===== config.mk =====
export PLATFORM = sky130hd
export DESIGN_NAME = shift_add_mul
export DESIGN_NICKNAME = d
export VERILOG_FILES = /design/src/rtl/smul_pkg.sv /design/src/rtl/smul_addsub.sv /design/src/rtl/smul_ctrl.sv /design/src/rtl/smul_dpath.sv /design/src/rtl/shift_add_mul.sv
export SDC_FILE = /design/constraint.sdc
export NUM_CORES = 1
export LEC_CHECK = 0
export ABC_AREA = 1
export BUFFER_PORTS_ARGS = -buffer_cell sky130_fd_sc_hd__buf_2
export CAP_MARGIN = 25
export CORE_UTILIZATION = 45
export DETAILED_ROUTE_END_ITERATION = 10
export GPL_ROUTABILITY_DRIVEN = 0
export PLACE_DENSITY_LB_ADDON = 0.15
export SLEW_MARGIN = 20
export SYNTH_ARGS = -nofsm -noshare
export SYNTH_HDL_FRONTEND = slang
export SYNTH_HIERARCHICAL = 1
export SYNTH_SLANG_ARGS = --single-unit

===== constraint.sdc =====
create_clock -name clk -period 5.8 [get_ports clk]
set_input_delay 0.87 -clock clk [delete_from_list [all_inputs] [get_ports clk]]
set_output_delay 0.87 -clock clk [all_outputs]
set_load 0.01 [all_outputs]

===== src/rtl/smul_pkg.sv =====
package smul_pkg;
  typedef enum logic {
    S_IDLE = 1'b0,
    S_RUN  = 1'b1
  } smul_state_e;
endpackage


===== src/rtl/smul_addsub.sv =====
// N-bit ripple adder/subtractor: sum = a + b, or a - b when sub_i is 1.
module smul_addsub #(
  parameter int N = 9
) (
  input  logic [N-1:0] a_i,
  input  logic [N-1:0] b_i,
  input  logic         sub_i,
  output logic [N-1:0] sum_o
);
  logic [N:0]   carry;
  logic [N-1:0] b_inv;

  assign carry[0] = sub_i;
  assign b_inv    = b_i ^ {N{sub_i}};

  for (genvar i = 0; i < N; i++) begin : g_fa
    assign sum_o[i]   = a_i[i] ^ b_inv[i] ^ carry[i];
    assign carry[i+1] = (a_i[i] & b_inv[i]) | (carry[i] & (a_i[i] ^ b_inv[i]));
  end
endmodule


===== src/rtl/smul_ctrl.sv =====
module smul_ctrl
  import smul_pkg::*;
#(
  parameter int W = 8
) (
  input  logic clk,
  input  logic rst_n,
  input  logic start_i,
  output logic busy_o,
  output logic done_o,
  output logic load_o,
  output logic step_o,
  output logic last_o
);
  localparam int CW = (W > 1) ? $clog2(W) : 1;
  localparam int RW = $clog2(W + 1) + 1;

  smul_state_e   state_q, state_n;
  logic [CW-1:0] cnt_q, cnt_n;
  logic          done_q, done_n;

  always_comb begin
    state_n = state_q;
    cnt_n   = cnt_q;
    done_n  = 1'b0;
    load_o  = 1'b0;
    step_o  = 1'b0;
    last_o  = 1'b0;
    case (state_q)
      S_IDLE: begin
        if (start_i) begin
          load_o  = 1'b1;
          state_n = S_RUN;
          cnt_n   = '0;
        end
      end
      S_RUN: begin
        step_o = 1'b1;
        cnt_n  = cnt_q + 1'b1;
        if (cnt_q == CW'(W - 1)) begin
          last_o  = 1'b1;
          state_n = S_IDLE;
          done_n  = 1'b1;
          cnt_n   = '0;
        end
      end
      default: state_n = S_IDLE;
    endcase
  end

  always_ff @(posedge clk or negedge rst_n) begin
    if (!rst_n) begin
      state_q <= S_IDLE;
      cnt_q   <= '0;
      done_q  <= 1'b0;
    end else begin
      state_q <= state_n;
      cnt_q   <= cnt_n;
      done_q  <= done_n;
    end
  end

  assign busy_o = (state_q == S_RUN);
  assign done_o = done_q;

  // Checker-only count of consecutive busy cycles.
  logic [RW-1:0] run_len_q;
  always_ff @(posedge clk or negedge rst_n) begin
    if (!rst_n) run_len_q <= '0;
    else if (busy_o) run_len_q <= run_len_q + 1'b1;
    else run_len_q <= '0;
  end

  assert_busy_done_excl_R3: assert property (@(posedge clk) disable iff (!rst_n)
    !(busy_o && done_o));
  assert_done_single_R3: assert property (@(posedge clk) disable iff (!rst_n)
    done_o |=> !done_o);
  assert_run_length_R2: assert property (@(posedge clk) disable iff (!rst_n)
    done_o |-> (run_len_q == RW'(W)));
  assert_start_accept_R2: assert property (@(posedge clk) disable iff (!rst_n)
    (!busy_o && start_i) |=> busy_o);
  assert_start_ignored_R7: assert property (@(posedge clk) disable iff (!rst_n)
    (busy_o && start_i && (run_len_q < RW'(W - 1))) |=> (busy_o && !done_o));
endmodule


===== src/rtl/smul_dpath.sv =====
module smul_dpath #(
  parameter int W = 8
) (
  input  logic           clk,
  input  logic           rst_n,
  input  logic           load_i,
  input  logic           step_i,
  input  logic           last_i,
  input  logic           signed_i,
  input  logic [W-1:0]   x_i,
  input  logic [W-1:0]   y_i,
  output logic [2*W-1:0] prod_o
);
  localparam int N = W + 1;

  logic [W-1:0] mcand_q, mcand_n;
  logic [W-1:0] mplier_q, mplier_n;
  logic [W-1:0] zhi_q, zhi_n;
  logic [W-1:0] zlo_q, zlo_n;
  logic         sgn_q, sgn_n;

  logic [W-1:0] addend;
  logic [N-1:0] op_a, op_b, sum;
  logic         sub_en;

  // Select zero or the multiplicand from the current multiplier bit.
  assign addend = mplier_q[0] ? mcand_q : '0;
  assign op_a   = {sgn_q & zhi_q[W-1], zhi_q};
  assign op_b   = {sgn_q & addend[W-1], addend};
  assign sub_en = sgn_q & last_i;

  smul_addsub #(.N(N)) u_addsub (
    .a_i  (op_a),
    .b_i  (op_b),
    .sub_i(sub_en),
    .sum_o(sum)
  );

  always_comb begin
    mcand_n  = mcand_q;
    mplier_n = mplier_q;
    zhi_n    = zhi_q;
    zlo_n    = zlo_q;
    sgn_n    = sgn_q;
    if (load_i) begin
      mcand_n  = x_i;
      mplier_n = y_i;
      zhi_n    = '0;
      zlo_n    = '0;
      sgn_n    = signed_i;
    end else if (step_i) begin
      zhi_n    = sum[N-1:1];
      zlo_n    = {sum[0], zlo_q[W-1:1]};
      mplier_n = {1'b0, mplier_q[W-1:1]};
    end
  end

  always_ff @(posedge clk or negedge rst_n) begin
    if (!rst_n) begin
      mcand_q  <= '0;
      mplier_q <= '0;
      zhi_q    <= '0;
      zlo_q    <= '0;
      sgn_q    <= 1'b0;
    end else if (load_i || step_i) begin
      mcand_q  <= mcand_n;
      mplier_q <= mplier_n;
      zhi_q    <= zhi_n;
      zlo_q    <= zlo_n;
      sgn_q    <= sgn_n;
    end
  end

  assign prod_o = {zhi_q, zlo_q};

  // The operands captured at load stay fixed for the whole run.
  assert_operand_frozen_R7: assert property (@(posedge clk) disable iff (!rst_n)
    (step_i && !last_i) |=> ($stable(mcand_q) && $stable(sgn_q)));
endmodule


===== src/rtl/shift_add_mul.sv =====
module shift_add_mul #(
  parameter int W = 8
) (
  input  logic           clk,
  input  logic           rst_n,
  input  logic           start_i,
  input  logic           signed_i,
  input  logic [W-1:0]   x_i,
  input  logic [W-1:0]   y_i,
  output logic           busy_o,
  output logic           done_o,
  output logic [2*W-1:0] prod_o
);
  logic load, step, last;

  smul_ctrl #(.W(W)) u_ctrl (
    .clk    (clk),
    .rst_n  (rst_n),
    .start_i(start_i),
    .busy_o (busy_o),
    .done_o (done_o),
    .load_o (load),
    .step_o (step),
    .last_o (last)
  );

  smul_dpath #(.W(W)) u_dpath (
    .clk     (clk),
    .rst_n   (rst_n),
    .load_i  (load),
    .step_i  (step),
    .last_i  (last),
    .signed_i(signed_i),
    .x_i     (x_i),
    .y_i     (y_i),
    .prod_o  (prod_o)
  );

  assert_prod_hold_R8: assert property (@(posedge clk) disable iff (!rst_n)
    (!busy_o && !start_i) |=> $stable(prod_o));
  assert_done_after_busy_R3: assert property (@(posedge clk) disable iff (!rst_n)
    $fell(busy_o) |-> done_o);
endmodule


# == Yosys cells after proc, flatten, opt, wreduce, memory -nomap -nowiden ==
# Cells that the tools add are included.
# totals
in_bits,20
reg_bits,38
wordCells,79
output_inout_bits,18
# classes
n_reduce_logical,4
n_mux,17
n_addsub,1
n_eq_ne,2
bitwise,47
# op_table
cell,n
8-bit two-way mux,7
1-bit AND,19
1-bit XOR,18
9-bit XOR,1
1-bit bitwise OR,8
1-bit two-way mux,6
3-bit two-way mux,2
3-bit one-hot mux with 2 select lines,1
2-bit AND reduction,2
"3-bit by 1-bit adder with 3-bit output, second input constant",1
"3-bit == test, second input constant",1
"2-bit != test, second input constant",1
1-bit one-hot mux with 2 select lines,1
2-bit nonzero test,1
1-bit logical OR,1
1-bit inverter,1

# == Logic depth before layout (Yosys ltp) ==
# logic_depth
depth_word,25
ltp_mapped,25
mapped_depth_nobuf,24

# == By module ==
# The synthesis kept the hierarchy.
# modules_own_cells
module,area_per_inst_um2,cells_each,seq_area_each_um2,instances
smul_dpath,1506.4,180,825.8,1
smul_addsub,386.6,61,0.0,1
smul_ctrl,237.7,26,125.1,1

# == Worst setup path before layout ==
# OpenSTA, ideal clock, no wires.
# synth_timing
path_kind,reg2reg
startpoint,register u_ctrl.cnt_q[0]
endpoint,register u_dpath.zhi_q[7]
arrival_ns,4.192
path_stages_with_launch,25
required_ns,5.683
setup_slack_ns,1.491
cell_sequence,dfrtp_1 -> ha_1 -> ha_1 -> nand2_1 -> inv_1 -> nand2_1 -> inv_1 -> buf_6 -> xor2_1 -> fa_1 -> inv_1 -> fa_1 -> fa_1 -> fa_1 -> fa_1 -> fa_1 -> fa_1 -> inv_1 -> nand2_1 -> nand2_1 -> nand2_1 -> inv_1 -> nor2_1 -> nand3_1 -> nand2_1
# synth_between
elab_chain_len,25
# synth_rtl
item,line,rtl
"start, declared",smul_ctrl.sv:19,"logic [CW-1:0] cnt_q, cnt_n;"
"start signal, assigned",smul_ctrl.sv:58,cnt_q <= cnt_n;
3-bit == test *,smul_ctrl.sv:40,if (cnt_q == CW'(W - 1)) begin
1-bit two-way mux *,smul_ctrl.sv:40,
1-bit two-way mux *,smul_ctrl.sv:29,case (state_q)
net last,shift_add_mul.sv:14,"logic load, step, last;"
1-bit AND *,smul_dpath.sv:30,assign sub_en = sgn_q & last_i;
net u_dpath.sub_en,smul_dpath.sv:24,logic sub_en;
9-bit XOR,smul_addsub.sv:14,assign b_inv = b_i ^ {N{sub_i}};
1-bit XOR,smul_addsub.sv:18,assign carry[i+1] = (a_i[i] & b_inv[i]) | (carry[i] & (a_i[i] ^ b_inv[i]));
(+12 left out),n/a,
1-bit AND,smul_addsub.sv:18,
1-bit bitwise OR,smul_addsub.sv:18,
1-bit AND,smul_addsub.sv:18,
1-bit bitwise OR,smul_addsub.sv:18,
1-bit XOR *,smul_addsub.sv:17,assign sum_o[i] = a_i[i] ^ b_inv[i] ^ carry[i];
net u_dpath.sum[8],smul_dpath.sv:23,"logic [N-1:0] op_a, op_b, sum;"
8-bit two-way mux *,smul_dpath.sv:51,end else if (step_i) begin
8-bit two-way mux *,smul_dpath.sv:45,if (load_i) begin
"end signal, assigned",smul_dpath.sv:68,zhi_q <= zhi_n;
"end, declared",smul_dpath.sv:18,"logic [W-1:0] zhi_q, zhi_n;"
# The timed path passes the listed nets; every way through them passes the cells marked *. The select of a mux whose other input is x is not followed.
# A chain may end at the register's enable or synchronous reset.

# == Final worst setup path ==
# Ends and elaborated chain as after synthesis.

==> reports/qor.csv <==
metric,value,unit
path_clk_slew,0.08,ns
dp_hpwl,2690,um
final.setup.worst_slack,1.18,ns
synthTopCellsByArea,"dfrtp_1 45%, nand2_1 20%, nand3_1 7.0%",
clock-sinks,38,
synth_top_area_frac,0.446,
hold_ws,0.480,ns
worstPathCellList,ha_1 > ha_1 > nand2_1 > inv_1 > nand2_1 > inv_1 > nand2_1 > o21ai_0 > fa_1 > inv_1 > fa_1 > fa_1 > fa_1 > fa_1 > fa_1 > fa_1 > inv_1 > nand2_1 > nand2_1 > nand2_1 > inv_1 > nor2_1 > nand3_1 > nand2_1,
grt_overflow,0,
io_pins,38,
cts_made_buffers,5,
antenna_left,0,
wl,3930,um
clock.fmax,0.216,GHz
root_buffer,clkbuf_8,
synth.most_common_cell,nand2_1,
path_class,flop to flop,
rsz0062_at_grt,no,
synth.avg_cell_area,7.98,um2
coreArea,4440,um2
grt_pass1_wl,7110,um
rows,24,
die_h,70.8,um
synthFlopType,dfrtp_1,
relSlewSlack,0.435,
post-route-min-period,4.62,ns
fin_crit_sh,0.797,
worst_hold_path_type,flop to flop,
skew,0.00494,ns
critPathSlowestCell,fa_1,
setup_viol,0,
tns,0,ns
final-max-slew-violation-count,0,
yosys_warnings,6,
synth_nets,297,
crit_arrival,4.81,ns
grt_max_degree,39,
endpoint_kind,flop,
cts_resized,0,
grt_usage,0.183,
ctsHoldBuffers,0,
nets,323,
cp-start-kind,flop,
areaGrowthSynthToFinish,9.87,%
place_ws,1.17,ns
cts_buffer_depth,2,
dr.pass1.iters,6,
p_per_area,494,nW/um2
drt-initial-drc-count,91,
leakage,1.36,nW
die_w,70.8,um
ys_ff_latch,38,
num-fill-cells,467,
syn_inst,267,
report.final.hold_viol_count,0,
tritoncts,built,
drv_cap,0,
htreeDepth,2,
postCtsSetupBuffers,0,
cp_num_buf_inv,5,
synth_enable_flop_cells,0,
slowest_delay,0.39,ns
drive_gt1_frac,0.167,
outcome,"finished, final reports clean",
viasPerCell,4.55,
start_util,0.479,
antenna_found_initial,0,
synth_area,2130,um2
first_global_vias,1592,
n_antenna_cell,0,
async_flop_share,1.00,
worst-path-max-fanout,13,
die_area,5010,um2
num_vias,1575,
worstPathRequired,5.98,ns
synth_cell_type_count,17,
crit_family,adder cells,
synth_common_cells,"115 x nand2_1, 38 x dfrtp_1, 35 x inv_1",
placedCellCount,338,
synth_top_area_cell,dfrtp_1,
wl_per_cell,11.3,um
clkLatencyLatePin,0.29,ns
fin_util,0.527,
peakVddDrop,0.000181,V
place.port_buffers,37,
drc,0,
instances_no_fill,346,
yosysSeqAreaShare,0.446,
tightest_slew,0.847,ns
==> metal layers <==
| layer | wire (um) | track usage | up-vias |
|---|---|---|---|
| li1 | - | - | 836 |
| met1 | 1950 | 0.240 | 710 |
| met2 | 1790 | 0.290 | 24 |
| met3 | 132 | 0.0499 | 5 |
| met4 | 60 | 0.0733 | 0 |
| met5 | 0 | 0 | - |
==> worst min-delay path, delay by kind of cell (launching register included) <==
family	cells	cell delay, ns
flip-flops	1	0.35
AND/OR/NAND/NOR	2	0.11
==> cell type report <==
class | instances | area [um2] | area share
clock inverter | 1 | 30.0 | 0.0128
timing repair buffer | 39 | 200 | 0.0855
inverter | 36 | 138 | 0.0588
tap | 52 | 65.1 | 0.0278
multi-input combinational | 173 | 881 | 0.376
sequential | 38 | 951 | 0.406
clock buffer | 7 | 76.3 | 0.0326
==> metrics by stage <==
stage / total power, mW / area (um2)
after CTS: 1.18 / 2340
after detailed placement: 0.950 / 2230
after global routing: 1.28 / 2340
after floorplan: 0.860 / 2130
after global placement: 0.935 / 2230
final: 1.16 / 2340
==> logic make-up (layout without fill, tap and decap cells) <==
| group | after synthesis | count (layout) | share of synthesized area |
|---|---|---|---|
| compound gates | 2 | 2 | 0.00470 |
| flops | 38 | 38 | 0.446 |
| simple gates | 154 | 154 | 0.297 |
| xor+xnor | 7 | 7 | 0.0288 |
| fa+ha+maj | 10 | 10 | 0.0834 |
| buf+inv | 56 | 83 | 0.140 |
==> power breakdown <==
group / switching [mW] / total [mW] / internal [mW]
clock network: 0.0925 / 0.221 / 0.129
registers: 0.0704 / 0.445 / 0.375
logic: 0.302 / 0.490 / 0.188
total: 0.465 / 1.16 / 0.691
==> registers in the layout (all words and copies together), names as in the netlist <==
register          flops
u_ctrl/busy_o         1
u_dpath/sgn_q         1
u_dpath/zlo_q         8
u_ctrl/cnt_q          3
u_dpath/mcand_q       8
u_ctrl/done_o         1
u_dpath/mplier_q      8
u_dpath/zhi_q         8
==> worst paths after layout <==
kind | cells past startpoint | slack (ns) | start | end
min in group asynchronous | 1 | 0.69 | rst_n | u_dpath/zlo_q[2]$_DFFE_PN0P_
hold reg to reg | 2 | 0.48 | u_dpath/mcand_q[4]$_DFFE_PN0P_ | u_dpath/mcand_q[4]$_DFFE_PN0P_
setup reg to reg | 24 | 1.18 | u_ctrl/cnt_q[0]$_DFFE_PN0P_ | u_dpath/zhi_q[7]$_DFFE_PN0P_
setup / recovery | 24 | 1.18 | u_ctrl/cnt_q[0]$_DFFE_PN0P_ | u_dpath/zhi_q[7]$_DFFE_PN0P_
hold / removal | 2 | 0.48 | u_dpath/mcand_q[4]$_DFFE_PN0P_ | u_dpath/mcand_q[4]$_DFFE_PN0P_
max in group asynchronous | 1 | 4.59 | rst_n | u_dpath/zhi_q[7]$_DFFE_PN0P_
==> cell usage in the layout, fill, tap and decap left out <==
cell	instances
nand3_2	1
dfrtp_1	38
nor2_2	1
xor2_1	1
nand3_1	30
clkbuf_1	2
nand2_1	115
nor2_1	6
inv_4	1
clkbuf_8	5
ha_1	3
fa_1	7
o21ai_0	2
buf_2	37
inv_1	35
buf_4	2
xnor2_1	6
nor2_4	1
bufinv_16	1
Note: power is estimated with default switching activity, not from simulation.
